$ cat src/rtl/bcd_div_pkg.sv
package bcd_div_pkg;
  localparam int DIGIT_W = 4;
  localparam logic [DIGIT_W-1:0] DIGIT_MAX = 4'd9;

  typedef struct packed {
    logic load;  // parallel load of all digits
    logic step;  // decrement the units digit
  } divStrobe_t;
endpackage

$ cat src/rtl/bcd_div_digit.sv
module bcd_div_digit
  import bcd_div_pkg::*;
(
  input  logic               clk,
  input  logic               rstN,
  input  logic               load,
  input  logic [DIGIT_W-1:0] loadVal,
  input  logic               borrowIn,
  output logic [DIGIT_W-1:0] value,
  output logic               borrowOut
);
  always_ff @(posedge clk or negedge rstN) begin
    if (!rstN)
      value <= '0;
    else if (load)
      value <= loadVal;
    else if (borrowIn)
      value <= (value == '0) ? DIGIT_MAX : value - 1'b1;
  end

  // A digit passing from 0 to 9 lends a borrow to its upper neighbour.
  assign borrowOut = borrowIn & (value == '0);
endmodule

$ cat src/rtl/bcd_div_datapath.sv
module bcd_div_datapath
  import bcd_div_pkg::*;
#(
  parameter int NUM_DIGITS = 3
) (
  input  logic                              clk,
  input  logic                              rstN,
  input  divStrobe_t                        ctl,
  input  logic [NUM_DIGITS-1:0][DIGIT_W-1:0] digitsIn,
  output logic                              atOne,
  output logic                              chainWrap
);
  localparam int CNT_W = NUM_DIGITS * DIGIT_W;

  logic [NUM_DIGITS-1:0][DIGIT_W-1:0] clampVal;
  logic [NUM_DIGITS-1:0][DIGIT_W-1:0] loadVal;
  logic [NUM_DIGITS-1:0][DIGIT_W-1:0] curVal;
  logic [NUM_DIGITS:0]                borrow;
  logic                               allZero;

  assign borrow[0] = ctl.step;
  assign allZero   = (clampVal == '0);

  for (genvar i = 0; i < NUM_DIGITS; i++) begin : g_digit
    assign clampVal[i] = (digitsIn[i] > DIGIT_MAX) ? DIGIT_MAX : digitsIn[i];

    if (i == 0) begin : g_units
      // A zero modulus is promoted to one.
      assign loadVal[i] = allZero ? DIGIT_W'(1) : clampVal[i];
    end else begin : g_upper
      assign loadVal[i] = clampVal[i];
    end

    bcd_div_digit u_digit (
      .clk      (clk),
      .rstN     (rstN),
      .load     (ctl.load),
      .loadVal  (loadVal[i]),
      .borrowIn (borrow[i]),
      .value    (curVal[i]),
      .borrowOut(borrow[i+1])
    );
  end

  assign atOne     = (curVal == CNT_W'(1));
  assign chainWrap = borrow[NUM_DIGITS];
endmodule

$ cat src/rtl/bcd_div_ctrl.sv
module bcd_div_ctrl
  import bcd_div_pkg::*;
#(
  parameter int PRE_MOD = 10
) (
  input  logic       clk,
  input  logic       rstN,
  input  logic       pulseIn,
  input  logic       prescaleEn,
  input  logic       atOne,
  input  logic       chainWrap,
  output divStrobe_t ctl,
  output logic       divEvent,
  output logic       fbOut
);
  localparam int PRE_W = (PRE_MOD > 1) ? $clog2(PRE_MOD) : 1;
  localparam logic [PRE_W-1:0] PRE_LAST = PRE_W'(PRE_MOD - 1);

  logic [PRE_W-1:0] preCnt;
  logic             primed;
  logic             preTick;
  logic             cntEn;
  logic             hit;

  assign preTick  = !prescaleEn || (preCnt == PRE_LAST);
  assign cntEn    = pulseIn && preTick && primed;
  assign hit      = cntEn && atOne;
  assign ctl.load = !primed || hit || chainWrap;
  assign ctl.step = cntEn && !atOne;

  always_ff @(posedge clk or negedge rstN) begin
    if (!rstN)
      preCnt <= '0;
    else if (!prescaleEn)
      preCnt <= '0;
    else if (pulseIn)
      preCnt <= (preCnt == PRE_LAST) ? '0 : preCnt + 1'b1;
  end

  always_ff @(posedge clk or negedge rstN) begin
    if (!rstN) begin
      primed   <= 1'b0;
      divEvent <= 1'b0;
      fbOut    <= 1'b0;
    end else begin
      primed   <= 1'b1;
      divEvent <= hit;
      fbOut    <= fbOut ^ hit;
    end
  end
endmodule

$ cat src/rtl/bcd_pulse_divider.sv
module bcd_pulse_divider
  import bcd_div_pkg::*;
#(
  parameter int PRE_MOD = 10
) (
  input  logic       clk,
  input  logic       rstN,
  input  logic       pulseIn,
  input  logic       prescaleEn,
  input  logic [3:0] digHund,
  input  logic [3:0] digTens,
  input  logic [3:0] digUnits,
  output logic       divEvent,
  output logic       fbOut
);
  localparam int NUM_DIGITS = 3;

  divStrobe_t                         ctl;
  logic                               atOne;
  logic                               chainWrap;
  logic [NUM_DIGITS-1:0][DIGIT_W-1:0] digitsIn;

  assign digitsIn = {digHund, digTens, digUnits};

  bcd_div_ctrl #(.PRE_MOD(PRE_MOD)) u_ctrl (
    .clk       (clk),
    .rstN      (rstN),
    .pulseIn   (pulseIn),
    .prescaleEn(prescaleEn),
    .atOne     (atOne),
    .chainWrap (chainWrap),
    .ctl       (ctl),
    .divEvent  (divEvent),
    .fbOut     (fbOut)
  );

  bcd_div_datapath #(.NUM_DIGITS(NUM_DIGITS)) u_dp (
    .clk      (clk),
    .rstN     (rstN),
    .ctl      (ctl),
    .digitsIn (digitsIn),
    .atOne    (atOne),
    .chainWrap(chainWrap)
  );
endmodule

$ cat config.mk
export PLATFORM = sky130hd
export DESIGN_NAME = bcd_pulse_divider
export DESIGN_NICKNAME = d
export VERILOG_FILES = /design/src/rtl/bcd_div_pkg.sv /design/src/rtl/bcd_div_digit.sv /design/src/rtl/bcd_div_datapath.sv /design/src/rtl/bcd_div_ctrl.sv /design/src/rtl/bcd_pulse_divider.sv
export SDC_FILE = /design/constraint.sdc
export NUM_CORES = 1
export LEC_CHECK = 0
export ABC_AREA = 0
export BUFFER_PORTS_ARGS = -buffer_cell sky130_fd_sc_hd__buf_4
export CELL_PAD_IN_SITES_DETAIL_PLACEMENT = 1
export CELL_PAD_IN_SITES_GLOBAL_PLACEMENT = 2
export CORE_MARGIN = 2
export CORE_UTILIZATION = 30
export DETAILED_ROUTE_END_ITERATION = 8
export MAX_ROUTING_LAYER = met4
export PLACE_DENSITY = 0.78
export SYNTH_ARGS = -nofsm -noshare
export SYNTH_HDL_FRONTEND = slang
export SYNTH_SLANG_ARGS = --single-unit
$ cat constraint.sdc
create_clock -name clk -period 2.3 [get_ports clk]
set_input_delay 0.46 -clock clk [delete_from_list [all_inputs] [get_ports clk]]
set_output_delay 0.46 -clock clk [all_outputs]
set_load 0.02 [all_outputs]
==> results of run 1 <==
where the power goes:
| part | switching (mW) | internal, mW |
|---|---|---|
| sequential | 0.0311 | 0.359 |
| clock | 0.105 | 0.123 |
| combinational | 0.0761 | 0.0741 |
| total | 0.213 | 0.556 |
cells in the mapped netlist (2+ instances only):
cell type	instances
a21oi_1	3
a31o_2	2
a31oi_1	3
and3_1	2
clkbuf_1	2
dfrtp_1	19
ha_1	2
inv_1	8
mux2i_1	2
nand2_1	5
nand2b_1	2
nand3_1	2
nand3b_1	4
nand4_1	4
nor2_1	9
nor2b_1	2
nor3_1	8
nor4_1	2
o21ai_0	13
o31ai_1	3
or4_1	2
xnor2_1	3
critical path, delay by kind of cell (launching register included):
| kind | cells | cell delay, ns |
|---|---|---|
| and+or+nand+nor | 3 | 1.38 |
| DFF | 1 | 0.43 |
| AOI/OAI and AO/OA | 1 | 0.27 |
per-layer routing:
metal  up-vias  global-route usage, %
li1        523                      -
met1       513                   19.5
met2        19                   26.9
met3         0                   2.74
met4         0                   2.34
met5         -                      -
cell usage in the layout, fill, tap and decap left out, drive strengths merged, types with 4 or more instances in the layout:
| cell type | netlist | final |
|---|---|---|
| buf | 1 | 26 |
| inv | 8 | 8 |
| nor2 | 9 | 9 |
| dfrtp | 19 | 19 |
| nor3 | 8 | 8 |
| nand3b | 5 | 5 |
| o21ai | 13 | 13 |
| nand4 | 4 | 4 |
| clkbuf | 2 | 4 |
| nand2 | 5 | 5 |
registers in the layout, indices dropped and copies added (netlist names):
name,count
u_ctrl.divEvent,1
u_ctrl.fbOut,1
u_ctrl.preCnt,4
u_ctrl.primed,1
u_dp.g_digit.u_digit.value,12
cell families (layout without fill, tap and decap cells):
| family | Yosys count | after routing | synth area share [%] |
|---|---|---|---|
| fa+ha+maj | 2 | 2 | 2.21 |
| compound gates | 37 | 37 | 22.2 |
| flops | 19 | 19 | 42.0 |
| simple gates | 48 | 48 | 24.6 |
| mux | 2 | 2 | 1.77 |
| xor+xnor | 4 | 4 | 3.09 |
| buf+inv | 11 | 38 | 3.76 |
| other cells | 1 | 1 | 0.331 |
worst max-delay path by stage:
stage / start / end / slack (ns) / depth (start not counted)
2_1_floorplan: u_ctrl.preCnt[1] / u_dp.g_digit[2].u_digit.value[3] / 0.12 / 7
3_3_place_gp: u_dp.g_digit[1].u_digit.value[1] / u_dp.g_digit[2].u_digit.value[3] / 0.16 / 4
3_5_place_dp: u_dp.g_digit[1].u_digit.value[1] / u_dp.g_digit[2].u_digit.value[3] / 0.11 / 4
4_1_cts: u_dp.g_digit[1].u_digit.value[1] / u_dp.g_digit[2].u_digit.value[3] / 0.09 / 4
5_1_grt: u_ctrl.preCnt[1] / u_dp.g_digit[2].u_digit.value[3] / 0.03 / 7
6_report: u_dp.g_digit[1].u_digit.value[0] / u_dp.g_digit[2].u_digit.value[3] / 0.11 / 4
through the flow:
| stage | hold WS, ns | worst slack (ns) |
|---|---|---|
| after global placement | 0.352 | 0.162 |
| final | 0.0711 | 0.109 |
| after global routing | 0.0761 | 0.0256 |
| after floorplan | 0.164 | 0.116 |
| after CTS | 0.0759 | 0.0921 |
| after detailed placement | 0.351 | 0.112 |
cell type report:
class / instances / area [um^2]
multi-input combinational: 94 / 614
tap: 48 / 60.1
sequential: 19 / 475
timing repair buffer: 26 / 195
fill: 436 / 2210
inverter: 8 / 30.0
clock buffer: 4 / 45.0
repair_timing:
action                                  4_1_cts  5_1_grt
resized for setup                             0        0
hold buffers                                  0        0
buffers inserted                              0        2
endpoints found under the setup margin        0        1
==> out/results.ini, run 1 <==
[detailed_routing]
drc = 0
vias = 1055
highest_layer = met3
vias_per_cell = 5.30
route.met2.wl_mm = 1.36
dr.first_iter.drc_count = 35
drt_first_pass_iters = 4
wl_met1_mm = 1.36
wl_met3_um = 115
wire_per_inst_um = 14.3
routed_wl_mm = 2.84
ant_nets = 0

[worst_setup_path]
reg2reg_depth = 4
cp-start-kind = flop
critPathSlowestCell = or4_4
worstSetupPathType = flop to flop
critPathArrivalTime_ns = 2.33
critPathMaxStageDelay_ns = 0.56
required_ns = 2.44
r2r_start = u_dp.g_digit[1].u_digit.value[0]
reg2reg_to = u_dp.g_digit[2].u_digit.value[3]
crit_path_max_fanout = 5
path_cells = or4_4 -> or3_4 -> or4_1 -> a32o_1
critPathCaptureType = flop
reg2reg_setup_slack_ns = 0.11

[layout]
drive_gt1_share_pct = 23.8
synthToLayoutAreaGrowth_pct = 25.4
fin_area_um2 = 1420
final_nets = 170
diodes = 0
final_core_util_pct = 39.1
layout.cells.non_filler = 199

[synth]
synthCells = 124
syn_avg_cell_area_um2 = 9.13
synth_top_flop_cell = dfrtp_1
yosysWarnings = 0
yosysSeqAreaShare_pct = 42.0
synth.largest_area_cell = dfrtp_1
synth_edf_count = 0
synth_nets = 142
ys_seq_elements = 19
syn_area_um2 = 1130
synth_top_area_share_pct = 42.0
ys_async_sr_fraction_pct = 100
synthDistinctLibCells = 44
synth_area_leaders = dfrtp_1 (42%), o21ai_0 (5.7%), nor3_1 (3.5%)

[pwr]
leakagePower_nw = 0.602
power_uw = 769
peakVddDrop_uv = 206
powerDensity_nw_per_um2 = 541

[timing]
hold_viol = 0
final.period_utilization_pct = 95.2
skew_ns = 0.00239
drv_slew = 0
period_needed_ns = 2.19
setup_violations = 0
rsz0062_at_grt = no
setup-tns-final_ns = 0
clock.fmax_mhz = 456

[floorplanning]
die_h_um = 65.4
core_um2 = 3630
die_area_um2 = 4280
ios = 18
placementRows = 22
start_util_pct = 31.2
die_w_um = 65.4

[hold_path]
hold_path_class = input pin to asynchronous set/reset pin

[place]
dp.cells = 193
port_buffers = 17
place.gp.congestion = 0.739
hpwl_mm = 2.22
dpl_cell_area_um2 = 1360

[clock_tree]
clk_pin_slew_worst_paths_ns = 0.07
cts_buffers = 3
clock_sinks = 19
clk_path_buf_depth = 2
root_buffer = clkbuf_8
cts_tree = yes
cts_max_level = 1
clkLatencyLatePin_ns = 0.25

[global_route]
grt_pass1_wl_mm = 5.05
track_usage_pct = 15.6
grt.overflow.total = 0
first_global_vias = 1089
grt_max_degree = 20
antenna_found_initial = 0

[run_status]
status = finished, final reports clean

[flow_run]
drv_cap = 0

(Power assumes the default switching activity.)
==> run 2: changes to the inputs <==
--- a/config.mk
+++ b/config.mk
@@ -5,15 +5,15 @@
 export SDC_FILE = /design/constraint.sdc
 export NUM_CORES = 1
 export LEC_CHECK = 0
-export ABC_AREA = 0
+export ABC_AREA = 1
 export BUFFER_PORTS_ARGS = -buffer_cell sky130_fd_sc_hd__buf_4
 export CELL_PAD_IN_SITES_DETAIL_PLACEMENT = 1
 export CELL_PAD_IN_SITES_GLOBAL_PLACEMENT = 2
 export CORE_MARGIN = 2
-export CORE_UTILIZATION = 30
+export CORE_UTILIZATION = 29
 export DETAILED_ROUTE_END_ITERATION = 8
 export MAX_ROUTING_LAYER = met4
-export PLACE_DENSITY = 0.78
+export PLACE_DENSITY = 0.8
 export SYNTH_ARGS = -nofsm -noshare
 export SYNTH_HDL_FRONTEND = slang
 export SYNTH_SLANG_ARGS = --single-unit
==> run 2 against run 1 <==
Against the previous run:
- fmax up 14%
- sequential share of layout area down 0.49 points
- critical path depth up 7
- final area up 1.5%
- clock skew up 0.0074 ns
- combinational power up 110%
- setup slack better by 0.27 ns
- flip-flop and latch count unchanged
- count of clock-buffer cells in the layout down 1
- sequential power up 10%
- register-to-register slack better by 0.27 ns
- first-iteration DRC count down 34%
- critical endpoint unchanged
- largest power group unchanged
- highest routed layer is now met4
==> out/results.ini, run 2 <==
[global_route]
grt_max_degree = 20
use_met2_pct = 22.3
grt_pass1_wl_mm = 5.13
grt.overflow.total = 0
antenna_found_initial = 0
busiest_layer = met2
met1_usage_pct = 16.7
track_usage_pct = 13.6
met3_usage_pct = 1.32
first_global_vias = 1165

[clock_tree]
clkLatencyLatePin_ns = 0.27
root_buffer = clkbuf_8
post_cts_resized = 0
postCtsHoldBufs = 0
clock_sinks = 19
cts_setup_buffers = 0
cts_buffers = 3
clk_path_buf_depth = 2
cts_tree = yes
cts_max_level = 1
clk_pin_slew_worst_paths_ns = 0.08

[timing]
drv_slew = 0
final.period_utilization_pct = 83.7
setup-tns-final_ns = 0
period_needed_ns = 1.92
rsz0062_at_grt = no
clock.fmax_mhz = 520
setup_violations = 0
skew_ns = 0.00974
hold_viol = 0
holdWs_ns = 0.0471

[synth]
synthTopCellsByCount = nand3_1 (32), nand2_1 (28), inv_1 (20)
yosysSeqAreaShare_pct = 38.7
synthDistinctLibCells = 25
synth_top_area_share_pct = 38.7
synth_area_leaders = dfrtp_1 (39%), nand3_1 (13%), nand2_1 (8.6%)
ys_async_sr_fraction_pct = 100
synth_nets = 183
ys_seq_elements = 19
syn_avg_cell_area_um2 = 7.45
synth_top_flop_cell = dfrtp_1
synth.largest_area_cell = dfrtp_1
yosysWarnings = 0
synthCells = 165
yosysMostFrequentCell = nand3_1
synth_edf_count = 0
syn_area_um2 = 1230

[floorplanning]
placementRows = 23
die_area_um2 = 4770
die_h_um = 69.1
die_w_um = 69.1
start_util_pct = 30.5
core_um2 = 4030
ios = 18

[worst_setup_path]
cp-start-kind = flop
required_ns = 2.46
crit_path_max_fanout = 6
critical_path.top_delay_family = simple AND/OR/NAND/NOR gates
cp_common_cell = nand3_1
worstSetupPathType = flop to flop
path_buf_inv = 3
critPathSlowestCell = dfrtp_1
critPathMaxStageDelay_ns = 0.39
critPathCaptureType = flop
critPathArrivalTime_ns = 2.09
path_cells = inv_1 -> ha_1 -> nand3_1 -> a21oi_1 -> nand2_1 -> inv_2 -> nand2_2 -> inv_2 -> nand3_1 -> nand3_1 -> o21ai_1

[layout]
diodes = 0
layout.cells.non_filler = 233
final_common_cell = nand3_1
nFillCells = 515
drive_gt1_share_pct = 19.1
reg_top3 = u_dp.g_digit.u_digit.value (12), u_ctrl.preCnt (4)
top_register = u_dp.g_digit.u_digit.value
largest_register_ffs = 12
final_cell_mix = nand3_1 (32), nand2_1 (28), inv_1 (20)
final_core_util_pct = 35.8
synthToLayoutAreaGrowth_pct = 17.3
register_area_um2 = 475
multiInputGateArea_um2 = 637
final_nets = 202

[pwr]
peakVddDrop_uv = 238
powerDensity_nw_per_um2 = 692
leakagePower_nw = 0.722
power_uw = 997

[detailed_routing]
routed_wl_mm = 2.98
drc = 0
dr.first_iter.drc_count = 23
ant_nets = 0
drt_first_pass_iters = 4
vias_per_cell = 5.00
vias = 1165
wire_per_inst_um = 12.8

[flow_run]
drv_cap = 0

[run_status]
status = finished, final reports clean

[place]
hpwl_mm = 2.43
place.gp.congestion = 0.788
port_buffers = 17
dp.cells = 229

[hold_path]
hold_path_class = input pin to asynchronous set/reset pin

run 2: cell count changes after synthesis, moves of 4 or more:
| cell | change |
|---|---|
| nor2_1 | +7 |
| nand3_1 | +30 |
| nor2_4 | +4 |
| inv_2 | +4 |
| inv_1 | +12 |
| nand2_1 | +23 |
| nor3_1 | -6 |
| nand3b_1 | -4 |
| o21ai_0 | -5 |
run 2: metal layers:
layer	vias to the layer above	wire length (um)
li1	585	-
met1	554	1420
met2	21	1420
met3	5	72
met4	0	66
met5	-	0
run 2: path summary, 6_finish.rpt:
check,start,end,slack [ns],cells after the start
max,u_ctrl.preCnt[1],u_dp.g_digit[2].u_digit.value[3],0.38,11
min,rstN,u_dp.g_digit[2].u_digit.value[0],0.05,1
max reg2reg,u_ctrl.preCnt[1],u_dp.g_digit[2].u_digit.value[3],0.38,11
min reg2reg,u_ctrl.fbOut,u_ctrl.fbOut,0.49,1
max in group asynchronous,rstN,u_dp.g_digit[1].u_digit.value[2],2.03,1
min in group clk,digHund[0],u_dp.g_digit[2].u_digit.value[0],0.47,3
run 2: stage by stage:
stage	worst slack, ns	area (um^2)
6_report	0.376	1440
5_1_grt	0.156	1440
4_1_cts	0.348	1440
3_5_place_dp	0.385	1390
3_3_place_gp	0.439	1390
2_1_floorplan	0.686	1230
run 2: cell type report:
type	instances	share of cell area [%]
multi-input combinational	119	44.2
sequential	19	33.0
timing repair buffer	17	8.85
inverter	24	6.25
tap	50	4.34
clock buffer	3	2.86
clock inverter	1	0.521
run 2: worst reg2reg max path, delay by kind of cell, from the launching register on:
kind / cells / cell delay, ns
simple gates: 5 / 0.60
flops: 1 / 0.39
fa+ha+maj: 1 / 0.15
buf+inv: 3 / 0.36
compound gates: 2 / 0.32
run 2: cells by family after synthesis:
| kind of cell | share of synthesized area, % |
|---|---|
| fa+ha+maj | 2.04 |
| other cells | 0.305 |
| compound gates | 7.84 |
| simple gates | 40.2 |
| xor+xnor | 1.43 |
| buf+inv | 9.47 |
| flops | 38.7 |
run 2: report_power, final:
| group | total (mW) | leakage [nW] | switching [mW] | internal (mW) |
|---|---|---|---|---|
| registers | 0.430 | 0.244 | 0.0433 | 0.386 |
| clock network | 0.251 | 0.0217 | 0.128 | 0.123 |
| logic | 0.317 | 0.456 | 0.207 | 0.110 |
| total | 0.997 | 0.722 | 0.378 | 0.619 |
